==> src/rtl/manch_rx.sv <==
`timescale 1ns/1ps
module manch_rx #(
  parameter int OSR       = 8,
  parameter int TOL       = 2,
  parameter int PRE_CELLS = 8
)(
  input  logic clk,
  input  logic rst_n,
  input  logic line_i,
  input  logic auto_pol_i,
  input  logic pol_clr_i,
  output logic rx_data_o,
  output logic rx_valid_o,
  output logic crs_o,
  output logic pol_inv_o
);
  localparam int DROP = OSR + OSR / 2;
  localparam int CW   = $clog2(DROP + 1);
  localparam int PW   = $clog2(PRE_CELLS + 1);
  localparam logic [CW-1:0] LO_C   = CW'(OSR - TOL);
  localparam logic [CW-1:0] HI_C   = CW'(OSR + TOL);
  localparam logic [CW-1:0] DROP_C = CW'(DROP);
  localparam logic [PW-1:0] PRE_C  = PW'(PRE_CELLS);

  logic          line_q, hunt, last_dir;
  logic [CW-1:0] cnt;
  logic [PW-1:0] cells;

  wire edge_w  = line_i ^ line_q;
  wire active  = hunt | crs_o;
  wire in_win  = (cnt >= LO_C) && (cnt <= HI_C);
  wire take    = active & edge_w & in_win;
  wire restart = hunt & edge_w & ~in_win;
  wire timeout = active & ~take & ~restart & (cnt >= DROP_C);
  wire lock    = hunt & take & (cells >= PRE_C);
  wire corr    = auto_pol_i & pol_inv_o;
  wire drop_w  = crs_o & timeout;

  always_ff @(posedge clk) begin
    if (!rst_n) begin
      line_q     <= 1'b0;
      hunt       <= 1'b0;
      last_dir   <= 1'b1;
      cnt        <= '0;
      cells      <= '0;
      rx_data_o  <= 1'b0;
      rx_valid_o <= 1'b0;
      crs_o      <= 1'b0;
    end else begin
      line_q     <= line_i;
      rx_valid_o <= 1'b0;
      if (!active) begin
        if (edge_w) begin
          hunt  <= 1'b1;
          cnt   <= CW'(1);
          cells <= '0;
        end
      end else if (take) begin
        cnt      <= CW'(1);
        last_dir <= line_i;
        if (crs_o || lock) begin
          rx_valid_o <= 1'b1;
          rx_data_o  <= line_i ^ corr;
          crs_o      <= 1'b1;
          hunt       <= 1'b0;
        end else begin
          cells <= cells + 1'b1;
        end
      end else if (restart) begin
        cnt   <= CW'(1);
        cells <= '0;
      end else if (timeout) begin
        hunt  <= 1'b0;
        crs_o <= 1'b0;
      end else begin
        cnt <= cnt + 1'b1;
      end
    end
  end

  always_ff @(posedge clk) begin
    if (!rst_n)                   pol_inv_o <= 1'b0;
    else if (drop_w && !last_dir) pol_inv_o <= 1'b1;
    else if (pol_clr_i)           pol_inv_o <= 1'b0;
  end

  logic [CW-1:0] gap;
  always_ff @(posedge clk) begin
    if (!rst_n || !crs_o || rx_valid_o) gap <= '0;
    else                                gap <= gap + 1'b1;
  end


  valid_in_carrier_chk: assert property (@(posedge clk) disable iff (!rst_n)
    rx_valid_o |-> crs_o);

  carrier_rise_chk: assert property (@(posedge clk) disable iff (!rst_n)
    $rose(crs_o) |-> rx_valid_o);

  carrier_hold_chk: assert property (@(posedge clk) disable iff (!rst_n)
    crs_o |-> (gap < DROP_C - CW'(1)));

  flag_sticky_chk: assert property (@(posedge clk) disable iff (!rst_n)
    (pol_inv_o && !pol_clr_i) |=> pol_inv_o);

  flag_rise_chk: assert property (@(posedge clk) disable iff (!rst_n)
    $rose(pol_inv_o) |-> $fell(crs_o));

  flag_clear_chk: assert property (@(posedge clk) disable iff (!rst_n)
    (pol_clr_i && !crs_o) |=> !pol_inv_o);
endmodule

==> config.mk <==
export PLATFORM = sky130hd
export DESIGN_NAME = manch_rx
export DESIGN_NICKNAME = d
export VERILOG_FILES = /design/src/rtl/manch_rx.sv
export SDC_FILE = /design/constraint.sdc
export NUM_CORES = 1
export LEC_CHECK = 0
export ABC_AREA = 1
export BUFFER_PORTS_ARGS = -buffer_cell sky130_fd_sc_hd__buf_2
export CAP_MARGIN = 20
export CORE_MARGIN = 4
export CORE_UTILIZATION = 45
export CTS_BUF_LIST = sky130_fd_sc_hd__clkbuf_8
export CTS_CLUSTER_DIAMETER = 40
export CTS_CLUSTER_SIZE = 28
export DETAILED_ROUTE_END_ITERATION = 10
export GPL_ROUTABILITY_DRIVEN = 0
export GPL_TIMING_DRIVEN = 0
export HOLD_SLACK_MARGIN = 0.02
export MAX_ROUTING_LAYER = met4
export PLACE_DENSITY = 0.64
export SYNTH_ARGS = -nofsm -noshare
export SYNTH_HDL_FRONTEND = slang
export SYNTH_SLANG_ARGS = --single-unit
export TNS_END_PERCENT = 100
==> constraint.sdc <==
create_clock -name clk -period 1.8 [get_ports clk]
set_input_delay 0.09 -clock clk [delete_from_list [all_inputs] [get_ports clk]]
set_output_delay 0.09 -clock clk [all_outputs]
set_load 0.01 [all_outputs]
==> results of run 1 <==
==> final timing paths <==
check / start / slack [ns] / endpoint / depth (start not counted)
setup / recovery: cnt[0] / 0.24 / cells[0] / 10
hold / removal: line_i / 0.07 / line_q / 3
setup reg to reg: cnt[0] / 0.24 / cells[0] / 10
hold reg to reg: cells[3] / 0.45 / cells[3] / 2
==> power breakdown <==
group | internal (mW) | switching, mW
combinational | 0.0257 | 0.0522
sequential | 0.342 | 0.00862
clock | 0.153 | 0.117
==> registers in the layout, indices dropped and copies added (netlist names) <==
| signal | flops |
|---|---|
| rx_data_o | 1 |
| pol_inv_o | 1 |
| cnt | 4 |
| hunt | 1 |
| cells | 4 |
| rx_valid_o | 1 |
| last_dir | 1 |
| crs_o | 1 |
| line_q | 1 |
==> placed cells by master (no fill, tap or decap) <==
cell / netlist / routed
sky130_fd_sc_hd__o21ai_0: 4 / 4
sky130_fd_sc_hd__nand2_4: 1 / 1
sky130_fd_sc_hd__inv_1: 15 / 15
sky130_fd_sc_hd__a31oi_1: 1 / 1
sky130_fd_sc_hd__nand3_2: 1 / 1
sky130_fd_sc_hd__nand2_1: 25 / 25
sky130_fd_sc_hd__nor2_1: 10 / 10
sky130_fd_sc_hd__dfxtp_2: 0 / 1
sky130_fd_sc_hd__o211ai_4: 1 / 1
sky130_fd_sc_hd__buf_2: 0 / 8
sky130_fd_sc_hd__or2_1: 1 / 1
sky130_fd_sc_hd__xor2_1: 2 / 2
sky130_fd_sc_hd__nor2_4: 1 / 1
sky130_fd_sc_hd__clkbuf_8: 0 / 3
sky130_fd_sc_hd__nand3_1: 8 / 8
sky130_fd_sc_hd__inv_2: 4 / 4
sky130_fd_sc_hd__nand2_2: 2 / 2
sky130_fd_sc_hd__nor2_2: 1 / 1
sky130_fd_sc_hd__nor3_1: 2 / 2
sky130_fd_sc_hd__o21ai_2: 1 / 1
sky130_fd_sc_hd__nand3_4: 1 / 1
sky130_fd_sc_hd__ha_1: 4 / 4
sky130_fd_sc_hd__a21oi_1: 9 / 9
sky130_fd_sc_hd__dfxtp_1: 15 / 14
sky130_fd_sc_hd__clkinv_2: 0 / 1
sky130_fd_sc_hd__o21ai_1: 1 / 1
==> cells by family (layout without fill, tap and decap cells) <==
logic type / Yosys count / after routing / share of synthesized area (%)
AOI/OAI and AO/OA: 17 / 17 / 13.3
xor gates and xnor gates: 2 / 2 / 2.18
adders and majority gates: 4 / 4 / 6.24
buffers and inverters: 19 / 31 / 8.89
DFF: 15 / 15 / 37.4
and+or+nand+nor: 53 / 53 / 32.0
==> per-stage QoR <==
step	power (mW)	hold WS, ns	setup WS (ns)
after floorplan	0.416	0.183	0.372
after global placement	0.432	0.309	0.219
after detailed placement	0.435	0.331	0.189
after CTS	0.707	0.0766	0.177
after global routing	0.741	0.106	0.0425
final	0.699	0.0720	0.238
==> final cells by class <==
type	instances	area share (%)
Inverter	19	7.76
Tap cell	24	3.27
Sequential cell	15	32.8
Clock buffer	3	4.49
Timing Repair Buffer	8	4.35
Multi-Input combinational cell	76	46.8
Clock inverter	1	0.544
==> per-layer routing <==
metal	up-vias	GRT usage, %
li1	370	-
met1	295	14.8
met2	9	23.0
met3	4	2.66
met4	0	5.53
met5	-	-
==> critical path: cells and delay by family (launching register included) <==
family                   cells  cell delay, ns
AND/OR/NAND/NOR              3            0.35
AO/OA/AOI/OAI                3            0.39
adder cells (fa/ha/maj)      1            0.19
buffers and inverters        3            0.17
flip-flops                   1            0.35
==> impl_summary.log, run 1 <==
INFO  metric antennaDiodeCount = 0
INFO  metric wl_met2 = 652 um
INFO  metric p_leak = 0.443 nW
INFO  metric timing.critical_path.arrival = 1.70 ns
INFO  metric nFillCells = 156
INFO  metric place.detailed.hpwl = 1110 um
INFO  metric layout.core_utilization = 57.7%
INFO  metric critical_path_launch_point_type = flip-flop
INFO  metric grt.overflow.total = 0
INFO  metric dpl.cell_count = 142
INFO  metric max_freq = 0.640 GHz
INFO  metric synthTopCellsByArea = sky130_fd_sc_hd__dfxtp_1 (37%), sky130_fd_sc_hd__nand2_1 (12%), sky130_fd_sc_hd__inv_1 (7.0%)
INFO  metric timing.setup.tns = 0 ns
INFO  metric status = completed
INFO  metric worst-endpoint-required = 1.94 ns
INFO  metric root_buffer = sky130_fd_sc_hd__clkbuf_8
INFO  metric start_util = 50.3%
INFO  metric grt_pass1_wl = 2570 um
INFO  metric ctsHoldBuffers = 0
INFO  metric ys.warnings.count = 0
INFO  metric cts_setup_buffers = 0
INFO  metric synth_nets = 119
INFO  metric netlist_instances = 110
INFO  metric tritoncts = built
INFO  metric dpl_cell_area = 872 sq um
INFO  metric placeableCoreArea = 0.00159 sq mm
INFO  metric design.die.area = 0.00252 sq mm
INFO  metric ff_latch_area = 302 sq um
INFO  metric drt_first_pass_iters = 4
INFO  metric rsz_0062_raised_after_global_routing = false
INFO  metric timing.critical_path.mode_cell = sky130_fd_sc_hd__inv_1
INFO  metric hold_class = input pin to flip-flop
INFO  metric drt_via_density = 4.64
INFO  metric detail_route.iter0.violations = 4
INFO  metric ys_seq_area_share = 37.4%
INFO  metric clock_sinks = 15
INFO  metric clk_path_buf_depth = 2
INFO  metric number_of_global_route_vias_before_repair = 648
INFO  metric filler_free_cell_count_of_the_finished_design = 146
INFO  metric critical_path_class = flip-flop to flip-flop
INFO  metric critical_path.cell_chain = inv_1 -> ha_1 -> o21ai_1 -> nand2_1 -> nand3_4 -> inv_2 -> o21ai_2 -> nand2_2 -> o21ai_0 -> inv_1
INFO  metric yosysTopAreaCellShare = 37.4%
INFO  metric post_synth.cell_area_avg = 7.29 sq um
INFO  metric detail_route.drc_violations = 0
INFO  metric slew_headroom = 77.2%
INFO  metric synth_edf_count = 0
INFO  metric totalWireLength = 1410 um
INFO  metric setup_viol = 0
INFO  metric cell_area_after_technology_mapping = 802 sq um
INFO  metric met3_length = 39 um
INFO  metric largest_incremental_delay_on_the_critical_path = 0.35 ns
INFO  metric total_area_of_multi_input_combinational_cells = 430 sq um
INFO  metric cap_viol_max_count = 0
INFO  metric grt_max_degree = 10
INFO  metric uppermost_signal_routing_layer_after_detailed_routing = met4
INFO  metric final_layout_size_suffix_gt1_share = 21.3%
INFO  metric number_of_nets_with_antenna_violations_after_detailed_routing = 0
INFO  metric die_width = 50.2 um
INFO  metric layout-area-overhead-vs-synth = 14.7%
INFO  metric post_synth_num_cell_types = 22
INFO  metric endpoint_kind = flip-flop
INFO  metric critPathMaxFanout = 7
INFO  metric clkSlewWorstSetupHoldPaths = 0.06 ns
INFO  metric ios = 9
INFO  metric detail_route.wl_per_cell = 9.65 um
INFO  metric synth_async_sr_flop_share = 0%
INFO  metric vias = 678
INFO  metric power-per-cell-area = 760 mW/mm^2
INFO  metric die_ht = 50.2 um
INFO  metric maxSlewViolCount = 0
INFO  metric cts.repair.resized = 0
INFO  metric clk-insertion-delay-late = 0.24 ns
INFO  metric clock-skew-final = 0.00184 ns
INFO  metric cts-buffers-inserted = 3
INFO  metric final_nets = 132
INFO  metric share_of_the_cycle_needed_by_the_critical_path_after_routing = 86.8%
INFO  metric post_layout_inst_area = 920 sq um
INFO  metric wl_met1 = 689 um
INFO  metric placement.io_buffers = 8
INFO  metric synth_area_leader_cell = sky130_fd_sc_hd__dfxtp_1
INFO  metric cp_slowest_cell = sky130_fd_sc_hd__dfxtp_2
INFO  metric grtUsageTotal = 13.3%
INFO  metric yosys_most_used_dff = sky130_fd_sc_hd__dfxtp_1
INFO  metric synthMostInstantiatedCell = sky130_fd_sc_hd__nand2_1
INFO  metric period_needed = 1.56 ns
INFO  metric ys_seq_elements = 15
INFO  metric number_of_antenna_violations_at_the_first_check_in_global_routing = 0
INFO  metric level_count_of_the_clock_h_tree = 1
INFO  metric ir_drop = 582 uV
INFO  metric ys_top_cells_by_count = sky130_fd_sc_hd__nand2_1 (25), sky130_fd_sc_hd__dfxtp_1 (15), sky130_fd_sc_hd__inv_1 (15)
INFO  metric max_slew.worst_pin.slew = 0.340 ns
INFO  metric core.rowCount = 14
INFO  metric hold_viol = 0
(Power assumes the default switching activity.)
==> inputs of run 2 (changes only) <==
--- a/config.mk
+++ b/config.mk
@@ -8,7 +8,7 @@
 export ABC_AREA = 1
 export BUFFER_PORTS_ARGS = -buffer_cell sky130_fd_sc_hd__buf_2
 export CAP_MARGIN = 20
-export CORE_MARGIN = 4
+export CORE_MARGIN = 2
 export CORE_UTILIZATION = 45
 export CTS_BUF_LIST = sky130_fd_sc_hd__clkbuf_8
 export CTS_CLUSTER_DIAMETER = 40
==> impl_summary.log, run 2 (synthesis gave the netlist of run 1 again) <==
INFO  metric layout-area-overhead-vs-synth = 15.6%
INFO  metric clk-insertion-delay-late = 0.24 ns (about the same)
INFO  metric number_of_antenna_violations_at_the_first_check_in_global_routing = 0 (unchanged)
INFO  metric hold_viol = 0 (unchanged)
INFO  metric final_nets = 132 (unchanged)
INFO  metric hold_slack = 0.0775 ns (+0.00552 ns)
INFO  metric drt_via_density = 4.72 (+1.7%)
INFO  metric die_width = 46.2 um (-8.0%)
INFO  metric antennaDiodeCount = 0 (unchanged)
INFO  metric grt_max_degree = 10 (unchanged)
INFO  metric timing.critical_path.arrival = 1.67 ns (-0.03 ns)
INFO  metric r2r_end = cells[0]
INFO  metric ir_drop = 408 uV (-30%)
INFO  metric critical_path_launch_point_type = flip-flop
INFO  metric layout.core_utilization = 54.3% (-3.4 points)
INFO  metric number_of_global_route_vias_before_repair = 611 (-5.7%)
INFO  metric drt_first_pass_iters = 4 (unchanged)
INFO  metric post_layout_inst_area = 927 sq um (+0.82%)
INFO  metric grt.overflow.total = 0 (unchanged)
INFO  metric dpl_cell_area = 873 sq um (+0.14%)
INFO  metric slew_headroom = 82.3% (+5.1 points)
INFO  metric setup_ws = 0.273 ns (+0.0348 ns)
INFO  metric rsz_0062_raised_after_global_routing = false
INFO  metric post-place-ws = 0.213 ns (+0.0238 ns)
INFO  metric crit-reg2reg-launch = cnt[0]
INFO  metric grt_pass1_wl = 2360 um (-8.1%)
INFO  metric endpoint_kind = flip-flop
INFO  metric place.detailed.hpwl = 1070 um (-3.9%)
INFO  metric setup_viol = 0 (unchanged)
INFO  metric cap_viol_max_count = 0 (unchanged)
INFO  metric cts-buffers-inserted = 3 (unchanged)
INFO  metric power.internal = 521 uW (about the same)
INFO  metric period_needed = 1.53 ns (-0.0348 ns)
INFO  metric placeableCoreArea = 0.00171 sq mm (+7.1%)
INFO  metric design.die.area = 0.00214 sq mm (-15%)
INFO  metric level_count_of_the_clock_h_tree = 1 (unchanged)
INFO  metric share_of_the_cycle_needed_by_the_critical_path_after_routing = 84.8% (-1.9 points)
INFO  metric vias = 694 (+2.4%)
INFO  metric dpl.cell_count = 143 (+0.70%)
INFO  metric placement.io_buffers = 8 (unchanged)
INFO  metric power-per-cell-area = 757 mW/mm^2 (-0.39%)
INFO  metric power.total = 702 uW (+0.43%)
INFO  metric clock_sinks = 15 (unchanged)
INFO  metric critPathMaxFanout = 7 (unchanged)
INFO  metric clkSlewWorstSetupHoldPaths = 0.06 ns (about the same)
INFO  metric critical_path_class = flip-flop to flip-flop
INFO  metric max_freq = 0.655 GHz (+2.3%)
INFO  metric timing.critical_path.from = cnt[0]
INFO  metric timing.setup.tns = 0 ns (unchanged)
INFO  metric core.rowCount = 15 (+1)
INFO  metric clk_path_buf_depth = 2 (unchanged)
INFO  metric clock_power_share = 38.8% (about the same)
INFO  metric grtUsageTotal = 15.8% (+2.5 points)
INFO  metric reg2reg_setup_slack = 0.27 ns (+0.03 ns)
INFO  metric r2r_cells = 10 (unchanged)
INFO  metric detail_route.drc_violations = 0 (unchanged)
INFO  metric hp-start = line_i
INFO  metric number_of_nets_with_antenna_violations_after_detailed_routing = 0 (unchanged)
INFO  metric tritoncts = built
INFO  metric totalWireLength = 1330 um (-5.5%)
INFO  metric power_frac_seq = 49.9% (-0.2 points)
INFO  metric ios = 9 (unchanged)
INFO  metric detail_route.iter0.violations = 18 (+14)
INFO  metric final_layout_size_suffix_gt1_share = 22.1% (+0.82 points)
INFO  metric layout_top_registers = cells (4), cnt (4)
INFO  metric detail_route.wl_per_cell = 9.05 um (-6.2%)
INFO  metric clock-skew-final = 0.00138 ns (-0.000462 ns)
INFO  metric max_slew.worst_pin.slew = 0.265 ns (-0.0748 ns)
INFO  metric nFillCells = 165 (+5.8%)
INFO  metric die_ht = 46.2 um (-8.0%)
INFO  metric power_switching = 181 uW (+1.5%)
INFO  metric p_leak = 0.443 nW (+0.12%)
INFO  metric top_library_cells_by_usage_in_the_layout_fill_and_taps_aside = sky130_fd_sc_hd__nand2_1 (25), sky130_fd_sc_hd__inv_1 (15), sky130_fd_sc_hd__dfxtp_1 (14)
INFO  metric root_buffer = sky130_fd_sc_hd__clkbuf_8
INFO  metric combinationalPowerShare = 11.4% (+0.3 points)
INFO  metric maxSlewViolCount = 0 (unchanged)
INFO  metric critical_path.endpoint = cells[0]
INFO  metric worst-endpoint-required = 1.94 ns (about the same)
INFO  metric filler_free_cell_count_of_the_finished_design = 147 (+0.68%)
INFO  metric hold_class = input pin to flip-flop
INFO  metric most_common_cell_after_layout_fill_and_taps_aside = sky130_fd_sc_hd__nand2_1
INFO  metric start_util = 47.0% (-3.4 points)
INFO  metric status = completed
INFO  metric sw_frac_of_total = 25.8% (+0.27 points)
-- run 2: how the worst min path moves through the flow --
stage,to,cells after the start,slack [ns]
finish,line_q,3,0.08
CTS,line_q,3,0.08
floorplan,line_q,2,0.18
global route,line_q,3,0.09
detailed placement,line_q,3,0.33
global placement,line_q,3,0.31
-- run 2: worst max-delay path, stage by stage (launching register included) --
cell and delay, ns:
sky130_fd_sc_hd__dfxtp_2 0.35, sky130_fd_sc_hd__inv_1 0.06, sky130_fd_sc_hd__ha_1 0.19, sky130_fd_sc_hd__o21ai_1 0.11, sky130_fd_sc_hd__nand2_1 0.11, sky130_fd_sc_hd__nand3_4 0.13, sky130_fd_sc_hd__inv_2 0.06, sky130_fd_sc_hd__o21ai_2 0.12
sky130_fd_sc_hd__nand2_2 0.10, sky130_fd_sc_hd__o21ai_0 0.15, sky130_fd_sc_hd__inv_1 0.05
-- run 2: final cells by class --
type	count	area (sq um)	area share, %
Multi-Input combinational cell	76	437	47.1
Sequential cell	15	302	32.5
Inverter	19	71.3	7.69
Clock buffer	3	41.3	4.45
Timing Repair Buffer	8	40.0	4.32
Tap cell	25	31.3	3.37
Clock inverter	1	5.00	0.540
-- run 2: timing repair --
item / CTS / global route
gates resized for setup: 0 / 2
setup endpoints to repair: 0 / 1
setup buffers: 0 / 0
hold buffers: 0 / 0
-- run 2: routing by layer --
layer  GRT usage (%)  vias to the layer above  routed length [um]
li1                -                      376                   -
met1            19.0                      303                 670
met2            24.4                       13                 593
met3            4.31                        2                  55
met4            6.86                        0                  12
met5               -                        -                   0
-- run 2: power groups by stage --
stage / clock network [mW] / logic [mW] / registers, mW
after floorplan: 0 / 0.0610 / 0.355
final: 0.272 / 0.0797 / 0.350
after CTS: 0.279 / 0.0787 / 0.350
after global routing: 0.294 / 0.0912 / 0.352
after global placement: 0 / 0.0762 / 0.357
after detailed placement: 0 / 0.0782 / 0.357
==> inputs of run 3 (changes only) <==
--- a/config.mk
+++ b/config.mk
@@ -18,7 +18,7 @@
 export GPL_TIMING_DRIVEN = 0
 export HOLD_SLACK_MARGIN = 0.02
 export MAX_ROUTING_LAYER = met4
-export PLACE_DENSITY = 0.64
+export PLACE_DENSITY = 0.66
 export SYNTH_ARGS = -nofsm -noshare
 export SYNTH_HDL_FRONTEND = slang
 export SYNTH_SLANG_ARGS = --single-unit
==> constraint.sdc (replaced) <==
create_clock -name clk -period 1.2 [get_ports clk]
set_input_delay 0.06 -clock clk [delete_from_list [all_inputs] [get_ports clk]]
set_output_delay 0.06 -clock clk [all_outputs]
set_load 0.01 [all_outputs]
==> impl_summary.log, run 3 (synthesis gave the netlist of run 1 again) <==
INFO  metric largest_incremental_delay_on_the_critical_path = 0.35 ns (about the same)
INFO  metric power.total = 1.08 mW (+55%)
INFO  metric layout-area-overhead-vs-synth = 28.1%
INFO  metric rsz_0062_raised_after_global_routing = true
INFO  metric slew_headroom = 84.4% (+2.1 points)
INFO  metric failed_checks = setup timing
INFO  metric final_layout_size_suffix_gt1_share = 34.9% (+13 points)
INFO  metric hold_class = input pin to flip-flop
INFO  metric setup_viol = 12 (+12)
INFO  metric critical_path_launch_point_type = flip-flop
INFO  metric filler_free_cell_count_of_the_finished_design = 151 (+2.7%)
INFO  metric hold-path-cell-count = 3 (unchanged)
INFO  metric design.die.area = 0.00214 sq mm (unchanged)
INFO  metric ff_latch_area = 308 sq um (+2.1%)
INFO  metric r2r_cells = 10 (unchanged)
INFO  metric die_ht = 46.2 um (unchanged)
INFO  metric clk-insertion-delay-late = 0.25 ns (about the same)
INFO  metric power_switching = 288 uW (+59%)
INFO  metric dpl_cell_area = 922 sq um (+5.6%)
INFO  metric grt_max_degree = 9 (-1)
INFO  metric power-per-cell-area = 1060 mW/mm^2 (+39%)
INFO  metric ir_drop = 591 uV (+45%)
INFO  metric vias = 727 (+4.8%)
INFO  metric critPathMaxFanout = 6 (-1)
INFO  metric core.rowCount = 15 (unchanged)
INFO  metric max_slew.worst_pin.slew = 0.233 ns (-0.0327 ns)
INFO  metric grt_pass1_wl = 2630 um (+11%)
INFO  metric dpl.cell_count = 143 (unchanged)
INFO  metric worst-endpoint-required = 1.34 ns (-0.60 ns)
INFO  metric status = finished, violations left
INFO  metric share_of_the_cycle_needed_by_the_critical_path_after_routing = 114% (+29 points)
INFO  metric timing.critical_path.arrival = 1.51 ns (-0.16 ns)
INFO  metric timing.setup.tns = -1.22 ns (-1.22 ns)
INFO  metric root_buffer = sky130_fd_sc_hd__clkbuf_8
INFO  metric grtUsageTotal = 17.8% (+2.0 points)
INFO  metric total_area_of_multi_input_combinational_cells = 499 sq um (+14%)
INFO  metric layout_top_registers = cells (4), cnt (4)
INFO  metric clock-skew-final = 0.00474 ns (+0.00336 ns)
INFO  metric tritoncts = built
INFO  metric post-place-ws = -0.231 ns (-0.444 ns)
INFO  metric drt_via_density = 4.81 (+2.0%)
INFO  metric post_layout_inst_area = 0.00103 sq mm (+11%)
INFO  metric critical_path_class = flip-flop to flip-flop
INFO  metric hp-start = line_i
INFO  metric period_needed = 1.37 ns (-0.161 ns)
INFO  metric critical_path.cell_chain = inv_2 -> ha_4 -> o21ai_2 -> nand2_2 -> nand3_4 -> inv_4 -> o21ai_4 -> nand2_2 -> o21ai_1 -> inv_1
INFO  metric ios = 9 (unchanged)
INFO  metric worstHoldEndpoint = line_q
INFO  metric crit-reg2reg-launch = cnt[0]
INFO  metric top_library_cells_by_usage_in_the_layout_fill_and_taps_aside = sky130_fd_sc_hd__nand2_1 (21), sky130_fd_sc_hd__inv_1 (14), sky130_fd_sc_hd__dfxtp_1 (11)
INFO  metric timing.critical_path.max_delay_family = flip-flops
INFO  metric placeableCoreArea = 0.00171 sq mm (unchanged)
INFO  metric power.internal = 797 uW (+53%)
INFO  metric power_frac_seq = 49.0% (-0.9 points)
INFO  metric drt_first_pass_iters = 4 (unchanged)
INFO  metric setup_ws = -0.166 ns (-0.439 ns)
INFO  metric cap_viol_max_count = 0 (unchanged)
INFO  metric layout.core_utilization = 60.1% (+5.9 points)
INFO  metric start_util = 47.0% (unchanged)
INFO  metric nFillCells = 160 (-3.0%)
INFO  metric detail_route.drc_violations = 0 (unchanged)
INFO  metric placement.io_buffers = 8 (unchanged)
INFO  metric antennaDiodeCount = 0 (unchanged)
INFO  metric totalWireLength = 1530 um (+15%)
INFO  metric critical_path.n_buffers_inverters = 3 (unchanged)
INFO  metric reg2reg_setup_slack = -0.17 ns (-0.44 ns)
INFO  metric max_freq = 0.732 GHz (+12%)
INFO  metric p_leak = 0.469 nW (+5.8%)
INFO  metric clock_power_share = 37.1% (-1.7 points)
INFO  metric r2r_end = cells[0]
INFO  metric most_common_cell_after_layout_fill_and_taps_aside = sky130_fd_sc_hd__nand2_1
INFO  metric clk_path_buf_depth = 2 (unchanged)
INFO  metric ctsHoldBuffers = 0 (unchanged)
INFO  metric number_of_antenna_violations_at_the_first_check_in_global_routing = 0 (unchanged)
INFO  metric clkSlewWorstSetupHoldPaths = 0.06 ns (about the same)
INFO  metric clock_sinks = 15 (unchanged)
INFO  metric timing.critical_path.mode_cell = sky130_fd_sc_hd__nand2_2
INFO  metric grt.overflow.total = 0 (unchanged)
INFO  metric die_width = 46.2 um (unchanged)
INFO  metric sw_frac_of_total = 26.5% (+0.75 points)
INFO  metric detail_route.iter0.violations = 23 (+5)
INFO  metric cts-buffers-inserted = 3 (unchanged)
INFO  metric detail_route.wl_per_cell = 10.1 um (+12%)
INFO  metric cp_slowest_cell = sky130_fd_sc_hd__dfxtp_2
INFO  metric hold_viol = 0 (unchanged)
INFO  metric level_count_of_the_clock_h_tree = 1 (unchanged)
INFO  metric place.detailed.hpwl = 1080 um (+1.4%)
INFO  metric final_nets = 136 (+3.0%)
INFO  metric number_of_global_route_vias_before_repair = 680 (+11%)
INFO  metric endpoint_kind = flip-flop
INFO  metric maxSlewViolCount = 0 (unchanged)
INFO  metric combinationalPowerShare = 13.9% (+2.5 points)
INFO  metric hold_slack = 0.0360 ns (-0.0415 ns)
INFO  metric number_of_nets_with_antenna_violations_after_detailed_routing = 0 (unchanged)
run 3: changes by cell type in the layout (fill, tap and decap cells not counted), moves of 3 or more:
cell                      before  now
sky130_fd_sc_hd__buf_4         0    4
sky130_fd_sc_hd__nand2_1      25   21
sky130_fd_sc_hd__nand2_2       2    6
sky130_fd_sc_hd__dfxtp_1      14   11
run 3: per-layer routing:
metal	part of all wire (%)	wire, um	global-route usage (%)
met1	46	708	20.9
met2	47	724	28.1
met3	3.6	55	3.92
met4	2.6	39	9.14
met5	0	0	-
run 3: power groups by stage:
stage | clock network (mW) | registers [mW] | logic [mW]
2_1_floorplan | 0 | 0.537 | 0.105
3_3_place_gp | 0 | 0.539 | 0.128
3_5_place_dp | 0 | 0.540 | 0.131
4_1_cts | 0.410 | 0.531 | 0.149
5_1_grt | 0.420 | 0.533 | 0.173
6_report | 0.402 | 0.531 | 0.151
run 3: how the worst max path moves through the flow:
stage,cells past startpoint,endpoint,start,slack (ns)
2_1_floorplan,8,cnt[2],cnt[0],-0.13
3_3_place_gp,10,cells[0],cnt[0],-0.23
3_5_place_dp,10,cells[0],cnt[0],-0.23
4_1_cts,10,cells[0],cnt[0],-0.18
5_1_grt,10,cells[0],cnt[0],-0.26
6_report,10,cells[0],cnt[0],-0.17
run 3: what timing repair did:
item / 4_1_cts / 5_1_grt
endpoints found under the hold margin: 0 / 0
setup buffers: 4 / 0
setup endpoints to repair: 12 / 14
resized for setup: 6 / 4
pin swaps: 4 / 9
run 3: final cells by class:
type / count / share of cell area (%)
clock buffers: 3 / 4.02
well taps: 25 / 3.05
inverters: 19 / 7.19
repair buffers: 12 / 6.82
multi-input cells: 76 / 48.6
clock inverters: 1 / 0.365
flip-flops and latches: 15 / 30.0
run 3: worst reg2reg max path: cells and delay by family (launching register included):
| kind | cells | cell delay [ns] |
|---|---|---|
| flops | 1 | 0.35 |
| simple gates | 3 | 0.28 |
| compound gates | 3 | 0.33 |
| buf+inv | 3 | 0.15 |
| fa+ha+maj | 1 | 0.15 |
